`config.mk`:
```
export PLATFORM = sky130hd
export DESIGN_NAME = priv_legality_check
export DESIGN_NICKNAME = d
export VERILOG_FILES = /design/src/rtl/plc_pkg.sv /design/src/rtl/plc_mode_dec.sv /design/src/rtl/plc_trap_rules.sv /design/src/rtl/plc_cbo_rules.sv /design/src/rtl/plc_out_stage.sv /design/src/rtl/priv_legality_check.sv
export SDC_FILE = /design/constraint.sdc
export NUM_CORES = 1
export LEC_CHECK = 0
export ABC_AREA = 1
export CAP_MARGIN = 20
export CORE_MARGIN = 4
export CORE_UTILIZATION = 36
export CTS_BUF_LIST = sky130_fd_sc_hd__clkbuf_2
export DETAILED_ROUTE_END_ITERATION = 12
export GPL_TIMING_DRIVEN = 0
export HOLD_SLACK_MARGIN = 0.12
export PLACE_DENSITY_LB_ADDON = 0.05
export SLEW_MARGIN = 25
export SYNTH_ARGS = -nofsm -noshare
export SYNTH_HDL_FRONTEND = slang
export SYNTH_SLANG_ARGS = --single-unit
```
`constraint.sdc`:
```
create_clock -name clk -period 0.8 [get_ports clk]
set_input_delay 0.2 -clock clk [delete_from_list [all_inputs] [get_ports clk]]
set_output_delay 0.2 -clock clk [all_outputs]
set_load 0.01 [all_outputs]
```
`src/rtl/plc_pkg.sv`:
```
package plc_pkg;
  localparam int LVL_W  = 2;
  localparam int STAT_W = 2;
  localparam int FRM_W  = 3;
  localparam int TIER_N = 3;
  localparam int CBI_W  = 2;
  localparam int FRM_MAX = 4;

  localparam int ILL_N = 12;
  localparam int VRT_N = 8;

  // illegal flag positions
  localparam int IL_ATFENCE = 0;
  localparam int IL_PFENCE  = 1;
  localparam int IL_GFENCE  = 2;
  localparam int IL_VFENCE  = 3;
  localparam int IL_HLDST   = 4;
  localparam int IL_FPOFF   = 5;
  localparam int IL_VECOFF  = 6;
  localparam int IL_WFI     = 7;
  localparam int IL_FRMRSV  = 8;
  localparam int IL_CBZ     = 9;   // clean/flush follows at +1
  localparam int IL_CBI     = 11;

  // virtual flag positions
  localparam int VF_ATFENCE = 0;
  localparam int VF_PFENCE  = 1;
  localparam int VF_HFENCE  = 2;
  localparam int VF_HLDST   = 3;
  localparam int VF_WFI     = 4;
  localparam int VF_CBZ     = 5;   // clean/flush follows at +1
  localparam int VF_CBI     = 7;

  // tier indices inside an enable vector
  localparam int T_MACH = 0;
  localparam int T_HYP  = 1;
  localparam int T_SUP  = 2;

  localparam logic [LVL_W-1:0] LVL_M = 2'd3;
  localparam logic [LVL_W-1:0] LVL_S = 2'd1;
  localparam logic [LVL_W-1:0] LVL_U = 2'd0;

  typedef enum logic [CBI_W-1:0] {
    CBI_OFF   = 2'b00,
    CBI_FLUSH = 2'b01,
    CBI_RSVD  = 2'b10,
    CBI_INV   = 2'b11
  } cbi_e;

  typedef struct packed {
    logic m;
    logic hs;
    logic hu;
    logic vs;
    logic vu;
  } mode_t;
endpackage

```
`src/rtl/plc_mode_dec.sv`:
```
module plc_mode_dec
  import plc_pkg::*;
(
  input  logic [LVL_W-1:0] priv_lvl,
  input  logic             virt,
  output mode_t            mode
);
  always_comb begin
    mode    = '0;
    mode.m  = (priv_lvl == LVL_M);
    mode.hs = (priv_lvl == LVL_S) && !virt;
    mode.hu = (priv_lvl == LVL_U) && !virt;
    mode.vs = (priv_lvl == LVL_S) &&  virt;
    mode.vu = (priv_lvl == LVL_U) &&  virt;
  end
endmodule

```
`src/rtl/plc_trap_rules.sv`:
```
module plc_trap_rules
  import plc_pkg::*;
(
  input  mode_t              mode,
  input  logic               tvm,
  input  logic               tw,
  input  logic               vtvm,
  input  logic               vtw,
  input  logic               hu_en,
  input  logic [STAT_W-1:0]  fs_state,
  input  logic [STAT_W-1:0]  vs_state,
  input  logic [FRM_W-1:0]   frm,
  output logic [ILL_N-1:0]   ill_part,
  output logic [VRT_N-1:0]   vrt_part
);
  logic below_m;
  logic guest;

  always_comb begin
    below_m = mode.hs | mode.hu | mode.vs | mode.vu;
    guest   = mode.vs | mode.vu;

    ill_part = '0;
    ill_part[IL_ATFENCE] = (mode.hs & tvm) | mode.hu;
    ill_part[IL_GFENCE]  = (mode.hs & tvm) | mode.hu;
    ill_part[IL_PFENCE]  = mode.hu;
    ill_part[IL_VFENCE]  = mode.hu;
    ill_part[IL_HLDST]   = mode.hu & ~hu_en;
    ill_part[IL_WFI]     = mode.hu | (below_m & tw);
    ill_part[IL_FPOFF]   = (fs_state == '0);
    ill_part[IL_VECOFF]  = (vs_state == '0);
    ill_part[IL_FRMRSV]  = (frm > FRM_W'(FRM_MAX));

    vrt_part = '0;
    vrt_part[VF_ATFENCE] = (mode.vs & vtvm) | mode.vu;
    vrt_part[VF_PFENCE]  = mode.vu;
    vrt_part[VF_HFENCE]  = guest;
    vrt_part[VF_HLDST]   = guest;
    vrt_part[VF_WFI]     = ~tw & (mode.vu | (mode.vs & vtw));
  end
endmodule

```
`src/rtl/plc_cbo_rules.sv`:
```
module plc_cbo_rules
  import plc_pkg::*;
(
  input  mode_t              mode,
  input  logic [TIER_N-1:0]  cbz_en,
  input  logic [TIER_N-1:0]  cbcf_en,
  input  logic [CBI_W-1:0]   cbi_m,
  input  logic [CBI_W-1:0]   cbi_h,
  input  logic [CBI_W-1:0]   cbi_s,
  output logic [ILL_N-1:0]   ill_part,
  output logic [VRT_N-1:0]   vrt_part,
  output logic               flush
);
  localparam int KINDS = 2;

  logic below_m;
  logic [TIER_N-1:0] en_tab [KINDS];
  logic [KINDS-1:0]  k_ill;
  logic [KINDS-1:0]  k_vrt;
  logic m_off, h_off, s_off, m_fl, h_fl, s_fl;

  assign below_m   = mode.hs | mode.hu | mode.vs | mode.vu;
  assign en_tab[0] = cbz_en;
  assign en_tab[1] = cbcf_en;

  // zero and clean/flush share one rule shape
  for (genvar k = 0; k < KINDS; k++) begin : g_kind
    assign k_ill[k] = (below_m & ~en_tab[k][T_MACH]) |
                      (mode.hu & ~en_tab[k][T_SUP]);
    assign k_vrt[k] = en_tab[k][T_MACH] &
                      ((mode.vs & ~en_tab[k][T_HYP]) |
                       (mode.vu & (~en_tab[k][T_HYP] | ~en_tab[k][T_SUP])));
  end

  // reserved code 10 behaves as Off: only bit 0 separates Off from the rest
  assign m_off = ~cbi_m[0];
  assign h_off = ~cbi_h[0];
  assign s_off = ~cbi_s[0];
  assign m_fl  = (cbi_m == CBI_FLUSH);
  assign h_fl  = (cbi_h == CBI_FLUSH);
  assign s_fl  = (cbi_s == CBI_FLUSH);

  always_comb begin
    ill_part = '0;
    vrt_part = '0;
    for (int k = 0; k < KINDS; k++) begin
      ill_part[IL_CBZ + k] = k_ill[k];
      vrt_part[VF_CBZ + k] = k_vrt[k];
    end
    ill_part[IL_CBI] = (below_m & m_off) | (mode.hu & s_off);
    vrt_part[VF_CBI] = ~m_off & (((mode.vs | mode.vu) & h_off) | (mode.vu & s_off));
    flush = (mode.hs & m_fl) |
            (mode.hu & (m_fl | s_fl)) |
            (mode.vs & (m_fl | h_fl)) |
            (mode.vu & (m_fl | h_fl | s_fl));
  end
endmodule

```
`src/rtl/plc_out_stage.sv`:
```
module plc_out_stage #(
  parameter bit REG_OUT = 1'b1,
  parameter int W       = 21
) (
  input  logic         clk,
  input  logic         rst_n,
  input  logic [W-1:0] d,
  output logic [W-1:0] q
);
  if (REG_OUT) begin : g_reg
    logic [W-1:0] q_nxt;
    logic [W-1:0] q_r;
    always_comb q_nxt = d;
    always_ff @(posedge clk or negedge rst_n) begin
      if (!rst_n) q_r <= '0;
      else        q_r <= q_nxt;
    end
    assign q = q_r;
  end else begin : g_comb
    assign q = d;
  end
endmodule

```
`src/rtl/priv_legality_check.sv`:
```
module priv_legality_check
  import plc_pkg::*;
#(
  parameter bit REG_OUT = 1'b1
) (
  input  logic                clk,
  input  logic                rst_n,
  input  logic [LVL_W-1:0]    priv_lvl,
  input  logic                virt,
  input  logic                tvm,
  input  logic                tw,
  input  logic                vtvm,
  input  logic                vtw,
  input  logic                hu_en,
  input  logic [STAT_W-1:0]   fs_state,
  input  logic [STAT_W-1:0]   vs_state,
  input  logic [FRM_W-1:0]    frm,
  input  logic [TIER_N-1:0]   cbz_en,
  input  logic [TIER_N-1:0]   cbcf_en,
  input  logic [CBI_W-1:0]    cbi_m,
  input  logic [CBI_W-1:0]    cbi_h,
  input  logic [CBI_W-1:0]    cbi_s,
  output logic [ILL_N-1:0]    ill_o,
  output logic [VRT_N-1:0]    vrt_o,
  output logic                flush_o
);
  localparam int OUT_W = ILL_N + VRT_N + 1;

  mode_t            mode;
  logic [ILL_N-1:0] ill_trap, ill_cbo;
  logic [VRT_N-1:0] vrt_trap, vrt_cbo;
  logic             flush_c;
  logic [OUT_W-1:0] flags_c, flags_q;

  plc_mode_dec u_mode (
    .priv_lvl (priv_lvl),
    .virt     (virt),
    .mode     (mode)
  );

  plc_trap_rules u_trap (
    .mode     (mode),
    .tvm      (tvm),
    .tw       (tw),
    .vtvm     (vtvm),
    .vtw      (vtw),
    .hu_en    (hu_en),
    .fs_state (fs_state),
    .vs_state (vs_state),
    .frm      (frm),
    .ill_part (ill_trap),
    .vrt_part (vrt_trap)
  );

  plc_cbo_rules u_cbo (
    .mode     (mode),
    .cbz_en   (cbz_en),
    .cbcf_en  (cbcf_en),
    .cbi_m    (cbi_m),
    .cbi_h    (cbi_h),
    .cbi_s    (cbi_s),
    .ill_part (ill_cbo),
    .vrt_part (vrt_cbo),
    .flush    (flush_c)
  );

  assign flags_c = {flush_c, vrt_trap | vrt_cbo, ill_trap | ill_cbo};

  plc_out_stage #(.REG_OUT(REG_OUT), .W(OUT_W)) u_out (
    .clk   (clk),
    .rst_n (rst_n),
    .d     (flags_c),
    .q     (flags_q)
  );

  assign ill_o   = flags_q[ILL_N-1:0];
  assign vrt_o   = flags_q[ILL_N +: VRT_N];
  assign flush_o = flags_q[OUT_W-1];
endmodule


```
==> results of run 1 <==
[metrics by stage]
stage,utilization [%],setup slack (ns),TNS [ns],hold slack (ns)
after global routing,63.14,-0.4186,-6.439,0.1182
after CTS,61.99,-0.3613,-5.495,0.07761
after floorplan,-,0.06079,0,-0.09559
after detailed placement,64.48,-0.6638,-21.97,0.7051
after global placement,64.48,-0.6445,-21.22,0.6951
final,63.14,-0.3317,-4.936,0.05926
[critical path, cell delays in order, from the launching register on]
cell     delay [ns]
dfrtp_1        0.42
buf_6          0.12
buf_6          0.11
[power by group]
part           leakage (nW)  internal [mW]  switching, mW
clock                0.0140          0.109          0.265
sequential            0.236          0.957         0.0151
combinational         0.435          0.222          0.167
total                 0.685           1.29          0.447
[final cells by class]
cell class	instances	area (sq um)
Clock buffer	3	15.01
Timing Repair Buffer	50	426.7
Buffer	3	33.78
Multi-Input combinational cell	42	222.7
Sequential cell	18	450.4
Clock inverter	1	3.754
Fill cell	189	723.2
Tap cell	27	33.78
Inverter	14	52.55
[timing repair]
action	in CTS	in global routing
setup endpoints to repair	53	24
buffers inserted	1	0
pin swaps	1	1
cloned	0	0
gates resized for setup	97	7
endpoints found under the hold margin	18	10
[routing by layer]
metal	global-route usage [%]	up-vias	wire length, um
li1	-	341	-
met1	13.53	319	636
met2	24.69	33	934
met3	3.380	4	193
met4	8.936	0	34
met5	0	-	0
[synthesized netlist by cell type, drive strengths merged]
cell    number  area share (%)
dfrtp       18              61
o22ai        3             2.5
nor2         7             4.9
nand3b       1             1.0
o21ai        1            0.68
nand4        1            0.85
inv         14             7.1
nand2       19              11
nand3        5             4.1
buf          3             3.0
a21oi        3             2.0
nor3         1            0.68
o21a         1             1.0
[worst max-delay path by stage]
| stage | endpoint | cells after the start | startpoint |
|---|---|---|---|
| 6_report | ill_o[3] | 2 | u_out.q[3]$_DFF_PN0_ |
| 5_1_grt | ill_o[3] | 2 | u_out.q[3]$_DFF_PN0_ |
| 4_1_cts | ill_o[3] | 2 | u_out.q[3]$_DFF_PN0_ |
| 3_5_place_dp | u_out.q[9]$_DFF_PN0_ | 4 | priv_lvl[1] |
| 3_3_place_gp | u_out.q[10]$_DFF_PN0_ | 4 | priv_lvl[1] |
| 2_1_floorplan | ill_o[2] | 1 | u_out.q[2]$_DFF_PN0_ |
[kinds of logic (layout without fill, tap and decap cells)]
kind of cell	Yosys count	after routing	share of synthesized area (%)
AND/OR/NAND/NOR	34	34	22.81
flip-flops	18	18	60.81
buffers and inverters	17	71	10.13
AO/OA/AOI/OAI	8	8	6.249
==> results.py, run 1 <==
metrics = {
    "setup_path": {
        "start_kind": "flip-flop",
        "path_class": "flip-flop to output port",
        "critPathMaxFanout": 2,
        "cp.arrival_ns": 0.93,
        "cp.required_ns": 0.60,
        "endpoint_kind": "output port",
    },
    "detailed_routing": {
        "drc": 0,
        "routed_wl_um": 1798,
        "wl_per_cell_um": 11.38,
        "vias": 697,
        "viasPerCell": 4.411,
        "firstDrtPassIters": 2,
        "final_antenna_net_count": 0,
        "drt_iter0_markers": 3,
    },
    "final_layout": {
        "final_common_cell": "clkdlybuf4s50_1",
        "most-common-layout-cells": "23 x clkdlybuf4s50_1, 18 x dfrtp_1, 15 x nand2_1, 15 x buf_2, 13 x inv_1",
        "drive_above_1_share_pct": 29.01,
        "nets": 161,
        "largest_reg_flops": 18,
        "layout.cells.non_filler": 158,
        "syn_to_final_growth_pct": 67.23,
        "final_area_sq_mm": 0.001239,
        "antennaDiodeCount": 0,
    },
    "die": {
        "die_h_um": 53.36,
        "num_rows": 16,
        "ios": 50,
        "die_area_sq_mm": 0.002847,
        "start_util_pct": 37.76,
        "die_x_um": 53.36,
        "core_sq_mm": 0.001962,
    },
    "status": {
        "status": "complete, but fails checks",
        "violations": "negative setup slack",
    },
    "run": {
        "drv_cap": 0,
    },
    "synthesis": {
        "syn_nets": 106,
        "syn_area_sq_um": 740.7,
        "yosysUniqueCellTypes": 19,
        "synthesis.instances": 77,
        "yosys_warnings": 0,
        "synth_seq_cells": 18,
        "synth_seq_area_share_pct": 60.81,
        "synth_area_per_cell_sq_um": 9.620,
    },
    "sta": {
        "rsz0062_at_grt": "true",
        "min_period_over_period_pct": 141.5,
        "setup_viol": 21,
        "slew_headroom_pct": 49.44,
        "tightest_slew_ns": 0.7585,
        "hold_viol_final": 0,
        "finalMaxSlewViolations": 0,
        "fmax_mhz": 883.7,
        "worst_slack_ns": -0.3317,
        "finalCriticalPeriod_ns": 1.132,
    },
    "global_route": {
        "grt_pass1_wl_um": 2697,
        "antenna_found_initial": 0,
        "track_usage_pct": 13.66,
        "grt_start_max_net_pins": 19,
        "grt_pass1_vias": 669,
        "overflow": 0,
    },
    "cts": {
        "htreeDepth": 1,
        "cts_sinks": 18,
        "cts_tree": "built",
        "root_buffer": "clkbuf_2",
        "cts.path.max_buffers": 2,
        "cts.reportedPaths.clkPinSlew_ns": 0.16,
        "cts_made_buffers": 3,
    },
    "worst_hold_path": {
        "worstHoldPathType": "input port to async pin",
    },
    "placement": {
        "dp.cells": 153,
        "gp_routability_congestion": 0.6336,
        "placed_area_sq_mm": 0.001265,
        "post-dp-hpwl_um": 1458,
        "port_buffers": 49,
    },
    "pwr": {
        "power.total_mw": 1.734,
        "leakage_nw": 0.6849,
        "power_density_mw_per_mm2": 1400,
        "peakVddDrop_mv": 1.031,
    },
}
(Power assumes the default switching activity.)
==> run 2, diff against run 1 <==
CTS_CLUSTER_SIZE = 24   (was default)
==> results of run 2 <==
No change in the layout: final DEF, timing and power equal those of run 1.
==> run 3, diff against run 2 <==
RECOVER_POWER = 50   (was default)
==> results.py, run 3 (synthesis results as in run 1) <==
metrics = {
    "global_route": {
        "grt_pass1_wl_um": 2697,
        "grt_pass1_vias": 669,
        "track_usage_pct": 13.66,
        "overflow": 0,
        "antenna_found_initial": 0,
        "grt_start_max_net_pins": 19,
    },
    "die": {
        "die_h_um": 53.36,
        "num_rows": 16,
        "core_sq_mm": 0.001962,
        "ios": 50,
        "die_area_sq_mm": 0.002847,
        "start_util_pct": 37.76,
        "die_x_um": 53.36,
    },
    "setup_path": {
        "critPathMaxFanout": 2,
        "start_kind": "flip-flop",
        "path_class": "flip-flop to output port",
        "cp.arrival_ns": 0.93,
        "cp.required_ns": 0.60,
        "endpoint_kind": "output port",
    },
    "sta": {
        "tightest_slew_ns": 0.9144,
        "slew_headroom_pct": 39.04,
        "rsz0062_at_grt": "true",
        "setup_viol": 27,
        "worst_slack_ns": -0.3311,
        "min_period_over_period_pct": 141.4,
        "finalMaxSlewViolations": 0,
        "finalCriticalPeriod_ns": 1.131,
        "fmax_mhz": 884.1,
        "hold-worst-slack_ns": -0.01083,
        "hold_viol_final": 18,
    },
    "final_layout": {
        "nFillCells": 192,
        "seq_area_sq_um": 450.4,
        "multi_input_area_sq_um": 207.7,
        "final_common_cell": "clkdlybuf4s50_1",
        "nets": 161,
        "most-common-layout-cells": "19 x clkdlybuf4s50_1, 18 x dfrtp_1, 17 x nand2_1",
        "antennaDiodeCount": 0,
        "syn_to_final_growth_pct": 64.53,
        "largest_reg_flops": 18,
        "drive_above_1_share_pct": 27.48,
        "utilization_pct": 62.12,
    },
    "status": {
        "violations": "negative hold slack, negative setup slack",
        "status": "complete, but fails checks",
    },
    "placement": {
        "gp_routability_congestion": 0.6336,
        "dpl_worst_slack_ns": -0.6638,
        "port_buffers": 49,
        "post-dp-hpwl_um": 1458,
    },
    "cts": {
        "cts_sinks": 18,
        "htreeDepth": 1,
        "cts_made_buffers": 3,
        "cts_tree": "built",
        "cts.path.max_buffers": 2,
        "root_buffer": "clkbuf_2",
        "cts.reportedPaths.clkPinSlew_ns": 0.16,
    },
    "detailed_routing": {
        "firstDrtPassIters": 2,
        "wl_per_cell_um": 11.32,
        "vias": 697,
        "viasPerCell": 4.411,
        "drc": 0,
        "routed_wl_um": 1788,
        "final_antenna_net_count": 0,
        "drt_iter0_markers": 3,
    },
    "pwr": {
        "power_density_mw_per_mm2": 1412,
        "leakage_nw": 0.6735,
        "peakVddDrop_mv": 1.028,
    },
    "run": {
        "drv_cap": 0,
    },
    "worst_hold_path": {
        "worstHoldPathType": "input port to async pin",
    },
}
-- run 3: final cells by class --
cell class	instances	share of cell area, %
Clock inverter	1	0.3080
Timing Repair Buffer	50	34.60
Multi-Input combinational cell	42	17.04
Buffer	3	2.772
Inverter	14	4.312
Clock buffer	3	1.232
Sequential cell	18	36.96
Tap cell	27	2.772
-- run 3: routing by layer --
| layer | vias to the layer above | global-route usage (%) | wire length [um] |
|---|---|---|---|
| met3 | 4 | 3.380 | 192 |
| li1 | 342 | - | - |
| met4 | 0 | 8.936 | 34 |
| met5 | - | 0 | 0 |
| met1 | 318 | 13.53 | 623 |
| met2 | 33 | 24.69 | 938 |
-- run 3: repair_timing --
| item | in CTS | in global routing |
|---|---|---|
| setup endpoints to repair | 53 | 24 |
| pin swaps | 1 | 1 |
| hold endpoints to repair | 18 | 10 |
| setup buffers | 1 | 0 |
| gates resized for setup | 97 | 7 |
-- run 3: power by group --
part	internal, mW	switching, mW
sequential	0.957	0.0151
clock	0.109	0.264
combinational	0.214	0.162
total	1.28	0.441
-- run 3: worst max-delay path: stages, from the launching register on --
cell and delay (ns):
dfrtp_1 0.42, buf_6 0.12, buf_6 0.11
-- run 3: worst max-delay path by stage --
stage / startpoint / end / slack [ns]
after floorplan: u_out.q[2]$_DFF_PN0_ / ill_o[2] / 0.06
final: u_out.q[3]$_DFF_PN0_ / ill_o[3] / -0.33
after detailed placement: priv_lvl[1] / u_out.q[9]$_DFF_PN0_ / -0.66
after global routing: u_out.q[3]$_DFF_PN0_ / ill_o[3] / -0.42
after global placement: priv_lvl[1] / u_out.q[10]$_DFF_PN0_ / -0.64
after CTS: u_out.q[3]$_DFF_PN0_ / ill_o[3] / -0.36
-- run 3: metrics by stage --
step	total power [mW]	cell area, sq um	hold slack [ns]	instances	TNS, ns
CTS	1.756	1216	0.07761	158	-5.495
floorplan	1.110	740.7	-0.09559	77	0
global route	1.845	1219	0.07311	158	-7.189
detailed placement	1.414	1265	0.7051	153	-21.97
global placement	1.403	1265	0.6951	153	-21.22
finish	1.720	1219	-0.01083	158	-5.120
